--- config.mk ---
export PLATFORM = sky130hd
export DESIGN_NAME = vol_ramp_core
export DESIGN_NICKNAME = d
export VERILOG_FILES = /design/src/rtl/vr_pkg.sv /design/src/rtl/vr_stepper.sv /design/src/rtl/vr_scaler.sv /design/src/rtl/vr_zero_watch.sv /design/src/rtl/vol_ramp_core.sv
export SDC_FILE = /design/constraint.sdc
export NUM_CORES = 2
export LEC_CHECK = 0
export BUFFER_PORTS_ARGS = -buffer_cell sky130_fd_sc_hd__buf_2
export CAP_MARGIN = 20
export CORE_MARGIN = 2
export CORE_UTILIZATION = 40
export DETAILED_ROUTE_END_ITERATION = 10
export PLACE_DENSITY_LB_ADDON = 0.08
export SYNTH_ARGS = -nofsm -noshare
export SYNTH_HDL_FRONTEND = slang
export SYNTH_HIERARCHICAL = 1
export SYNTH_SLANG_ARGS = --single-unit
--- constraint.sdc ---
create_clock -name clk -period 9.32 [get_ports clk]
set_clock_uncertainty 0.2 [all_clocks]
set_input_delay 1.864 -clock clk [delete_from_list [all_inputs] [get_ports clk]]
set_output_delay 1.864 -clock clk [all_outputs]
set_load 0.05 [all_outputs]
--- src/rtl/vr_pkg.sv ---
// Shared constants and the fractional gain table of the attenuation ramp.
// Assumes 0.5 dB per code, so 12 codes make one power-of-two shift.
package vr_pkg;
    localparam int CODES_PER_SHIFT = 12;
    localparam int MULT_W          = 17;
    localparam int MULT_FRAC       = 15;

    // Q15 multiplier for the remaining 0..11 half-dB steps
    function automatic logic [MULT_W-1:0] frac_mult(input logic [3:0] k);
        case (k)
            4'd0:    frac_mult = 17'd32768;
            4'd1:    frac_mult = 17'd30935;
            4'd2:    frac_mult = 17'd29205;
            4'd3:    frac_mult = 17'd27571;
            4'd4:    frac_mult = 17'd26029;
            4'd5:    frac_mult = 17'd24573;
            4'd6:    frac_mult = 17'd23198;
            4'd7:    frac_mult = 17'd21900;
            4'd8:    frac_mult = 17'd20675;
            4'd9:    frac_mult = 17'd19519;
            4'd10:   frac_mult = 17'd18427;
            4'd11:   frac_mult = 17'd17396;
            default: frac_mult = 17'd32768;
        endcase
    endfunction
endpackage

--- src/rtl/vr_stepper.sv ---
// Walks one channel's current attenuation code toward its target.
// Steps once per frames-per-step period (soft) or jumps (hard).
// When zero-cross gating is on, a change waits for a sign change or a
// zero sample, with a timeout. Assumes frame_stb is a one-cycle pulse.
module vr_stepper #(
    parameter int DATA_W     = 24,
    parameter int CODE_W     = 8,
    parameter int RATE_W     = 2,
    parameter int BASE_LOG2  = 2,
    parameter int ZC_TIMEOUT = 1024
) (
    input  logic                     clk,
    input  logic                     rst_n,
    input  logic                     frame_stb,
    input  logic signed [DATA_W-1:0] sample,
    input  logic [CODE_W-1:0]        tgt,
    input  logic [RATE_W-1:0]        rate_sel,
    input  logic                     soft_en,
    input  logic                     zc_en,
    output logic [CODE_W-1:0]        cur
);
    localparam int CNT_W  = BASE_LOG2 + (1 << RATE_W) - 1;
    localparam int WAIT_W = $clog2(ZC_TIMEOUT);

    logic [CNT_W-1:0]  rate_cnt;
    logic [WAIT_W-1:0] zc_wait;
    logic              prev_neg;
    logic [CNT_W-1:0]  period_m1;
    logic              pending, due, zero_cross, gate_ok;
    logic [CODE_W-1:0] next_code;

    // Decode the step period and the gating conditions for this frame
    always_comb begin
        period_m1  = CNT_W'((1 << (BASE_LOG2 + int'(rate_sel))) - 1);
        pending    = (cur != tgt);
        due        = !soft_en || (rate_cnt >= period_m1);
        zero_cross = (sample == '0) || (sample[DATA_W-1] != prev_neg);
        gate_ok    = !zc_en || zero_cross || (zc_wait == WAIT_W'(ZC_TIMEOUT - 1));
        if (!soft_en)
            next_code = tgt;
        else if (cur < tgt)
            next_code = cur + CODE_W'(1);
        else
            next_code = cur - CODE_W'(1);
    end

    // Advance period counter, crossing wait counter and code once per frame
    always_ff @(posedge clk) begin
        if (!rst_n) begin
            cur      <= '0;
            rate_cnt <= '0;
            zc_wait  <= '0;
            prev_neg <= 1'b0;
        end else if (frame_stb) begin
            prev_neg <= sample[DATA_W-1];
            if (!pending) begin
                rate_cnt <= '0;
                zc_wait  <= '0;
            end else if (!due) begin
                rate_cnt <= rate_cnt + CNT_W'(1);
            end else if (gate_ok) begin
                cur      <= next_code;
                rate_cnt <= '0;
                zc_wait  <= '0;
            end else begin
                zc_wait  <= zc_wait + WAIT_W'(1);
            end
        end
    end

    AST_HOLD_BETWEEN_FRAMES: assert property (@(posedge clk) disable iff (!rst_n)
        !frame_stb |=> $stable(cur));
    AST_SINGLE_STEP: assert property (@(posedge clk) disable iff (!rst_n)
        (frame_stb && soft_en) |=>
        (cur == $past(cur) || cur == $past(cur) + CODE_W'(1) || cur == $past(cur) - CODE_W'(1)));
    AST_NO_OVERSHOOT: assert property (@(posedge clk) disable iff (!rst_n)
        (frame_stb && cur < tgt) |=> cur <= $past(tgt));
    AST_BLOCKED_HOLDS: assert property (@(posedge clk) disable iff (!rst_n)
        (frame_stb && zc_en && sample != '0 && sample[DATA_W-1] == prev_neg && zc_wait == '0)
        |=> $stable(cur));
endmodule

--- src/rtl/vr_scaler.sv ---
// Applies an attenuation code to one sample: an arithmetic shift for
// every 12 codes, then a Q15 multiply for the remainder. Codes at or
// above the silence code give zero. Output is registered on frame_stb.
module vr_scaler #(
    parameter int DATA_W     = 24,
    parameter int CODE_W     = 8,
    parameter int FLOOR_CODE = 241
) (
    input  logic                     clk,
    input  logic                     rst_n,
    input  logic                     frame_stb,
    input  logic signed [DATA_W-1:0] sample,
    input  logic [CODE_W-1:0]        code,
    output logic signed [DATA_W-1:0] out
);
    import vr_pkg::*;
    localparam int PROD_W = DATA_W + MULT_W + 1;

    logic [CODE_W-1:0]          shift_amt;
    logic [3:0]                 frac;
    logic signed [DATA_W-1:0]   shifted;
    logic signed [MULT_W:0]     mult_s;
    logic signed [PROD_W-1:0]   prod, prod_sh;
    logic signed [DATA_W-1:0]   scaled;

    // Split the code, shift, multiply and rescale
    always_comb begin
        shift_amt = code / CODE_W'(CODES_PER_SHIFT);
        frac      = 4'(code % CODE_W'(CODES_PER_SHIFT));
        shifted   = sample >>> shift_amt;
        mult_s    = {1'b0, frac_mult(frac)};
        prod      = shifted * mult_s;
        prod_sh   = prod >>> MULT_FRAC;
        scaled    = (code >= CODE_W'(FLOOR_CODE)) ? '0 : prod_sh[DATA_W-1:0];
    end

    // Register the scaled sample on each frame
    always_ff @(posedge clk) begin
        if (!rst_n)
            out <= '0;
        else if (frame_stb)
            out <= scaled;
    end

    AST_SILENT_AT_FLOOR: assert property (@(posedge clk) disable iff (!rst_n)
        (frame_stb && code == CODE_W'(FLOOR_CODE)) |=> out == '0);
    AST_UNITY_AT_ZERO: assert property (@(posedge clk) disable iff (!rst_n)
        (frame_stb && code == '0) |=> out == $past(sample));
endmodule

--- src/rtl/vr_zero_watch.sv ---
// Counts consecutive stereo frames with both samples zero. It sets the
// automatic mute on the RUN_LEN-th such frame and clears it on any
// non-zero sample or when disabled.
module vr_zero_watch #(
    parameter int DATA_W  = 24,
    parameter int RUN_LEN = 8192
) (
    input  logic                     clk,
    input  logic                     rst_n,
    input  logic                     frame_stb,
    input  logic signed [DATA_W-1:0] smp_l,
    input  logic signed [DATA_W-1:0] smp_r,
    input  logic                     enable,
    output logic                     amute
);
    localparam int RUN_W = $clog2(RUN_LEN + 1);

    logic [RUN_W-1:0] run_cnt;
    logic             silent;

    assign silent = (smp_l == '0) && (smp_r == '0);

    // Track the silent run length and the resulting mute state
    always_ff @(posedge clk) begin
        if (!rst_n) begin
            run_cnt <= '0;
            amute   <= 1'b0;
        end else begin
            if (!enable)
                amute <= 1'b0;
            if (frame_stb) begin
                if (!silent) begin
                    run_cnt <= '0;
                    amute   <= 1'b0;
                end else begin
                    if (run_cnt != RUN_W'(RUN_LEN))
                        run_cnt <= run_cnt + RUN_W'(1);
                    if (enable && run_cnt >= RUN_W'(RUN_LEN - 1))
                        amute <= 1'b1;
                end
            end
        end
    end

    AST_NONZERO_CANCELS: assert property (@(posedge clk) disable iff (!rst_n)
        (frame_stb && !silent) |=> !amute);
    AST_DISABLED_QUIET: assert property (@(posedge clk) disable iff (!rst_n)
        !enable |=> !amute);
endmodule

--- src/rtl/vol_ramp_core.sv ---
// Stereo attenuation ramp. It forms each channel's effective target from
// the link, clamp and mute settings, walks the current codes, scales the
// samples and detects long zero runs. Assumes one frame_stb pulse per
// stereo frame with in_l/in_r valid in that cycle.
module vol_ramp_core #(
    parameter int DATA_W     = 24,
    parameter int CODE_W     = 8,
    parameter int MAX_CODE   = 240,
    parameter int RATE_W     = 2,
    parameter int BASE_LOG2  = 2,
    parameter int ZC_TIMEOUT = 1024,
    parameter int ZERO_RUN   = 8192
) (
    input  logic                     clk,
    input  logic                     rst_n,
    input  logic                     frame_stb,
    input  logic signed [DATA_W-1:0] in_l,
    input  logic signed [DATA_W-1:0] in_r,
    input  logic [CODE_W-1:0]        att_l,
    input  logic [CODE_W-1:0]        att_r,
    input  logic                     mute_req,
    input  logic [RATE_W-1:0]        rate_sel,
    input  logic                     soft_en,
    input  logic                     zc_en,
    input  logic                     link_lr,
    input  logic                     amute_en,
    output logic signed [DATA_W-1:0] out_l,
    output logic signed [DATA_W-1:0] out_r,
    output logic                     out_stb,
    output logic                     mute_flag
);
    localparam int FLOOR_CODE = MAX_CODE + 1;
    localparam int NUM_CH     = 2;

    logic                     amute;
    logic                     mute_eff;
    logic signed [DATA_W-1:0] smp   [NUM_CH];
    logic signed [DATA_W-1:0] res   [NUM_CH];
    logic [CODE_W-1:0]        code  [NUM_CH];

    assign smp[0]    = in_l;
    assign smp[1]    = in_r;
    assign out_l     = res[0];
    assign out_r     = res[1];
    assign mute_eff  = mute_req | amute;
    assign mute_flag = mute_eff;

    for (genvar ch = 0; ch < NUM_CH; ch++) begin : g_ch
        logic [CODE_W-1:0] raw, tgt;

        // Choose the source setting, clamp it, and override with silence on mute
        always_comb begin
            raw = (ch == 0 || link_lr) ? att_l : att_r;
            if (raw > CODE_W'(MAX_CODE))
                raw = CODE_W'(MAX_CODE);
            tgt = mute_eff ? CODE_W'(FLOOR_CODE) : raw;
        end

        vr_stepper #(
            .DATA_W(DATA_W), .CODE_W(CODE_W), .RATE_W(RATE_W),
            .BASE_LOG2(BASE_LOG2), .ZC_TIMEOUT(ZC_TIMEOUT)
        ) u_step (
            .clk(clk), .rst_n(rst_n), .frame_stb(frame_stb),
            .sample(smp[ch]), .tgt(tgt), .rate_sel(rate_sel),
            .soft_en(soft_en), .zc_en(zc_en), .cur(code[ch])
        );

        vr_scaler #(
            .DATA_W(DATA_W), .CODE_W(CODE_W), .FLOOR_CODE(FLOOR_CODE)
        ) u_scale (
            .clk(clk), .rst_n(rst_n), .frame_stb(frame_stb),
            .sample(smp[ch]), .code(code[ch]), .out(res[ch])
        );
    end

    vr_zero_watch #(.DATA_W(DATA_W), .RUN_LEN(ZERO_RUN)) u_zero (
        .clk(clk), .rst_n(rst_n), .frame_stb(frame_stb),
        .smp_l(in_l), .smp_r(in_r), .enable(amute_en), .amute(amute)
    );

    // Mark output validity one cycle after each frame
    always_ff @(posedge clk) begin
        if (!rst_n)
            out_stb <= 1'b0;
        else
            out_stb <= frame_stb;
    end

    AST_CODE_IN_RANGE: assert property (@(posedge clk) disable iff (!rst_n)
        frame_stb |=> (code[0] <= CODE_W'(FLOOR_CODE) && code[1] <= CODE_W'(FLOOR_CODE)));
    AST_LINKED_EQUAL: assert property (@(posedge clk) disable iff (!rst_n)
        (link_lr && frame_stb && code[0] == code[1] && !soft_en && !zc_en) |=> code[0] == code[1]);
endmodule

==> impl_results.md <==
- Status: complete, no violations
- DP Wirelength: 99.7 mm
- Yosys synthesis warning count: 6
- Total core area: 95200 sq um
- Clk root buf: clkbuf_16
- #FFs+latches synth: 112
- Synth Cell Area: 38500 sq um
- Number of port buffers: 123
- EDFF count, synth: 0
- CTS tree: built
- Drt drc: 0
- Clk slew on worst S/H paths: 0.10 ns
- Post-Place Cells: 6342
- DR vias/cell: 5.23
- Sequential area share after synthesis: 5.83%
- Cells after Synth: 4648
- Max-slew violation count: 0
- Total clock sinks: 112
- Die height: 314 um
- WS Path Type: input pin to flip-flop
- Sum of buffers and inverters on the critical path: 8
- CP Max Fanout: 7
- Cts hold-fix bufs: 0
- Top FF cell, synth: dfxtp_1
- Critical Path Sink Type: flip-flop
- Max-slew headroom: 33.6%
- Mapped Avg Cell Area: 8.28 sq um
- DR vias: 33400
- Total CTS buffers: 9
- Final Instance Area: 44600 sq um
- Final period utilization: 96.0%
- Nets@finish: 6148
- Final hold vios: 0
- Top delay family on crit path: adder cells
- First-pass GRT wire length: 197 mm
- # IOs: 124
- Clock Latency Late Sink: 0.43 ns
- Non-filler cells, final: 6383
- Initial antenna violation count: 0
- Vias in the first global route: 35000
- Async set-reset flop share out of synthesis: 0%
- Total GRT Usage: 25.4%
- WP data required: 9.42 ns
- Layout cells sized above 1: 17.3%
- Drt total wl: 120 mm
- Max-cap violations: 0
- Largest stage delay, worst path: 0.55 ns
- Layout area overhead: 15.8%
- Final min period: 8.95 ns
- Maximum clock path buffer count: 2
- Setup TNS: 0 ns
- Max frequency: 0.112 GHz
- Die area: 98700 sq um
- Tightest Hold Check Type: flip-flop to flip-flop
- Mapped Nets: 5683
- Global route overflow: 0
- DR WL/cell: 18.7 um
- Final antenna-violating net count: 0
- Chip width: 314 um
- Antenna diodes: 0
- Setup-failing EPs final: 0
- Critical Path AT: 9.05 ns
- GP Congestion: 0.936
- DRT Pass-1 Iters: 6
- CTS H-tree lvls: 3
- Count of cell types in the netlist: 122
- Largest net degree at the start of global routing: 46
- Placed inst area: 43700 sq um
- Drt initial violations: 2216
- CP startpoint kind: input pin
- CP most frequent cell: fa_1
- Initial Utilization: 40.4%
- Worst slew pin tran: 0.993 ns
- Rows: 113
- Slowest stage cell, crit path: fa_1
-- registers in the layout, summed over array words and instances (netlist names) --
signal / count
g_ch.u_step/rate_cnt: 10
out_stb: 1
u_zero/run_cnt: 14
g_ch.u_scale/out: 48
g_ch.u_step/prev_neg: 2
u_zero/amute: 1
g_ch.u_step/zc_wait: 20
g_ch.u_step/cur: 16
-- layout make-up --
class	instances	area (sq um)
Fill cell	9677	50600
Multi-Input combinational cell	3338	31800
Timing Repair Buffer	669	4860
Inverter	983	3690
Sequential cell	112	2260
Tap cell	1265	1580
Clock buffer	9	225
Clock inverter	7	96.3
-- worst reg2reg max path: cells and delay by family, from the launching register on --
kind                     cells  cell delay [ns]
AO/OA/AOI/OAI                9             2.05
XOR/XNOR                     1             0.18
adder cells (fa/ha/maj)      7             3.23
buffers and inverters       11             1.57
flip-flops                   1             0.40
AND/OR/NAND/NOR              5             1.17
-- per-layer routing --
| metal | global-route usage [%] | part of all wire (%) | up-vias | wire length, um |
|---|---|---|---|---|
| met5 | 0 | 0 | - | 0 |
| met4 | 4.68 | 1.5 | 0 | 1830 |
| met3 | 2.92 | 5.3 | 101 | 6320 |
| met2 | 41.4 | 46 | 812 | 55600 |
| met1 | 36.6 | 47 | 16700 | 55900 |
| li1 | - | - | 15700 | - |
-- synth_stat cells, types with 24 or more instances --
master	n	share of area [%]
nand2b_1	39	0.63
nor2_1	354	3.5
and2_1	48	0.78
inv_1	977	9.5
clkbuf_1	115	1.1
nand3_1	98	1.3
mux2i_1	72	1.9
dfxtp_1	112	5.8
nor2b_1	95	1.5
and3_1	28	0.46
nor4_1	31	0.50
a21oi_1	144	1.9
o22ai_1	27	0.44
o21ai_0	110	1.4
a31oi_1	29	0.47
nand4_1	41	0.67
nor3_1	69	0.90
nand2_1	533	5.2
o211ai_1	27	0.53
a211oi_1	45	0.88
a21o_1	42	0.82
buf_2	63	0.82
xnor2_1	66	1.5
xor2_1	34	0.77
or3_1	24	0.39
fa_1	718	37
ha_1	243	7.9
-- metrics by stage --
stage / hold slack, ns / worst slack, ns / util (%)
finish: 0.263 / 0.368 / 46.8
global placement: 0.237 / -0.667 / 45.9
floorplan: 0.258 / 0.0666 / -
CTS: 0.269 / 0.00557 / 46.3
detailed placement: 0.243 / -0.664 / 45.9
global route: 0.294 / -0.00897 / 46.8
-- cell usage in the layout (no fill, tap or decap), drive strengths merged, types with 52 or more instances in the layout --
master	instances
inv	984
a211oi	52
a21oi	151
nor2b	96
ha	243
nand2	544
nand3	100
fa	718
nor3	74
dfxtp	112
mux2i	76
o21ai	132
nor2	357
buf	669
xnor2	67
-- logic make-up after synthesis --
logic type | after synthesis | share of synthesized area, %
adders and majority gates | 961 | 45.3
muxes | 96 | 2.62
DFF | 112 | 5.83
buffers and inverters | 1198 | 12.4
xor gates and xnor gates | 101 | 2.32
and+or+nand+nor | 1470 | 18.1
other | 2 | 0.0195
AOI/OAI and AO/OA | 708 | 13.4
-- timing repair --
action,CTS,global route
setup buffers,0,25
pin swaps,1,17
cloned,0,0
gates resized for setup,5,73
endpoints found under the setup margin,13,25
-- worst paths after layout --
path	from	cells past startpoint	slack (ns)	endpoint
hold / removal	g_ch[1].u_scale/out[13]	2	0.26	g_ch[1].u_scale/out[13]
setup reg to reg	g_ch[1].u_step/cur[7]	33	0.40	g_ch[1].u_scale/out[19]
setup / recovery	in_r[16]	28	0.37	g_ch[1].u_scale/out[19]
hold reg to reg	g_ch[1].u_scale/out[13]	2	0.26	g_ch[1].u_scale/out[13]
Power is left out: the tool's default activity adds up to more than one toggle a clock period on the data nets, which glitch-free logic cannot reach.
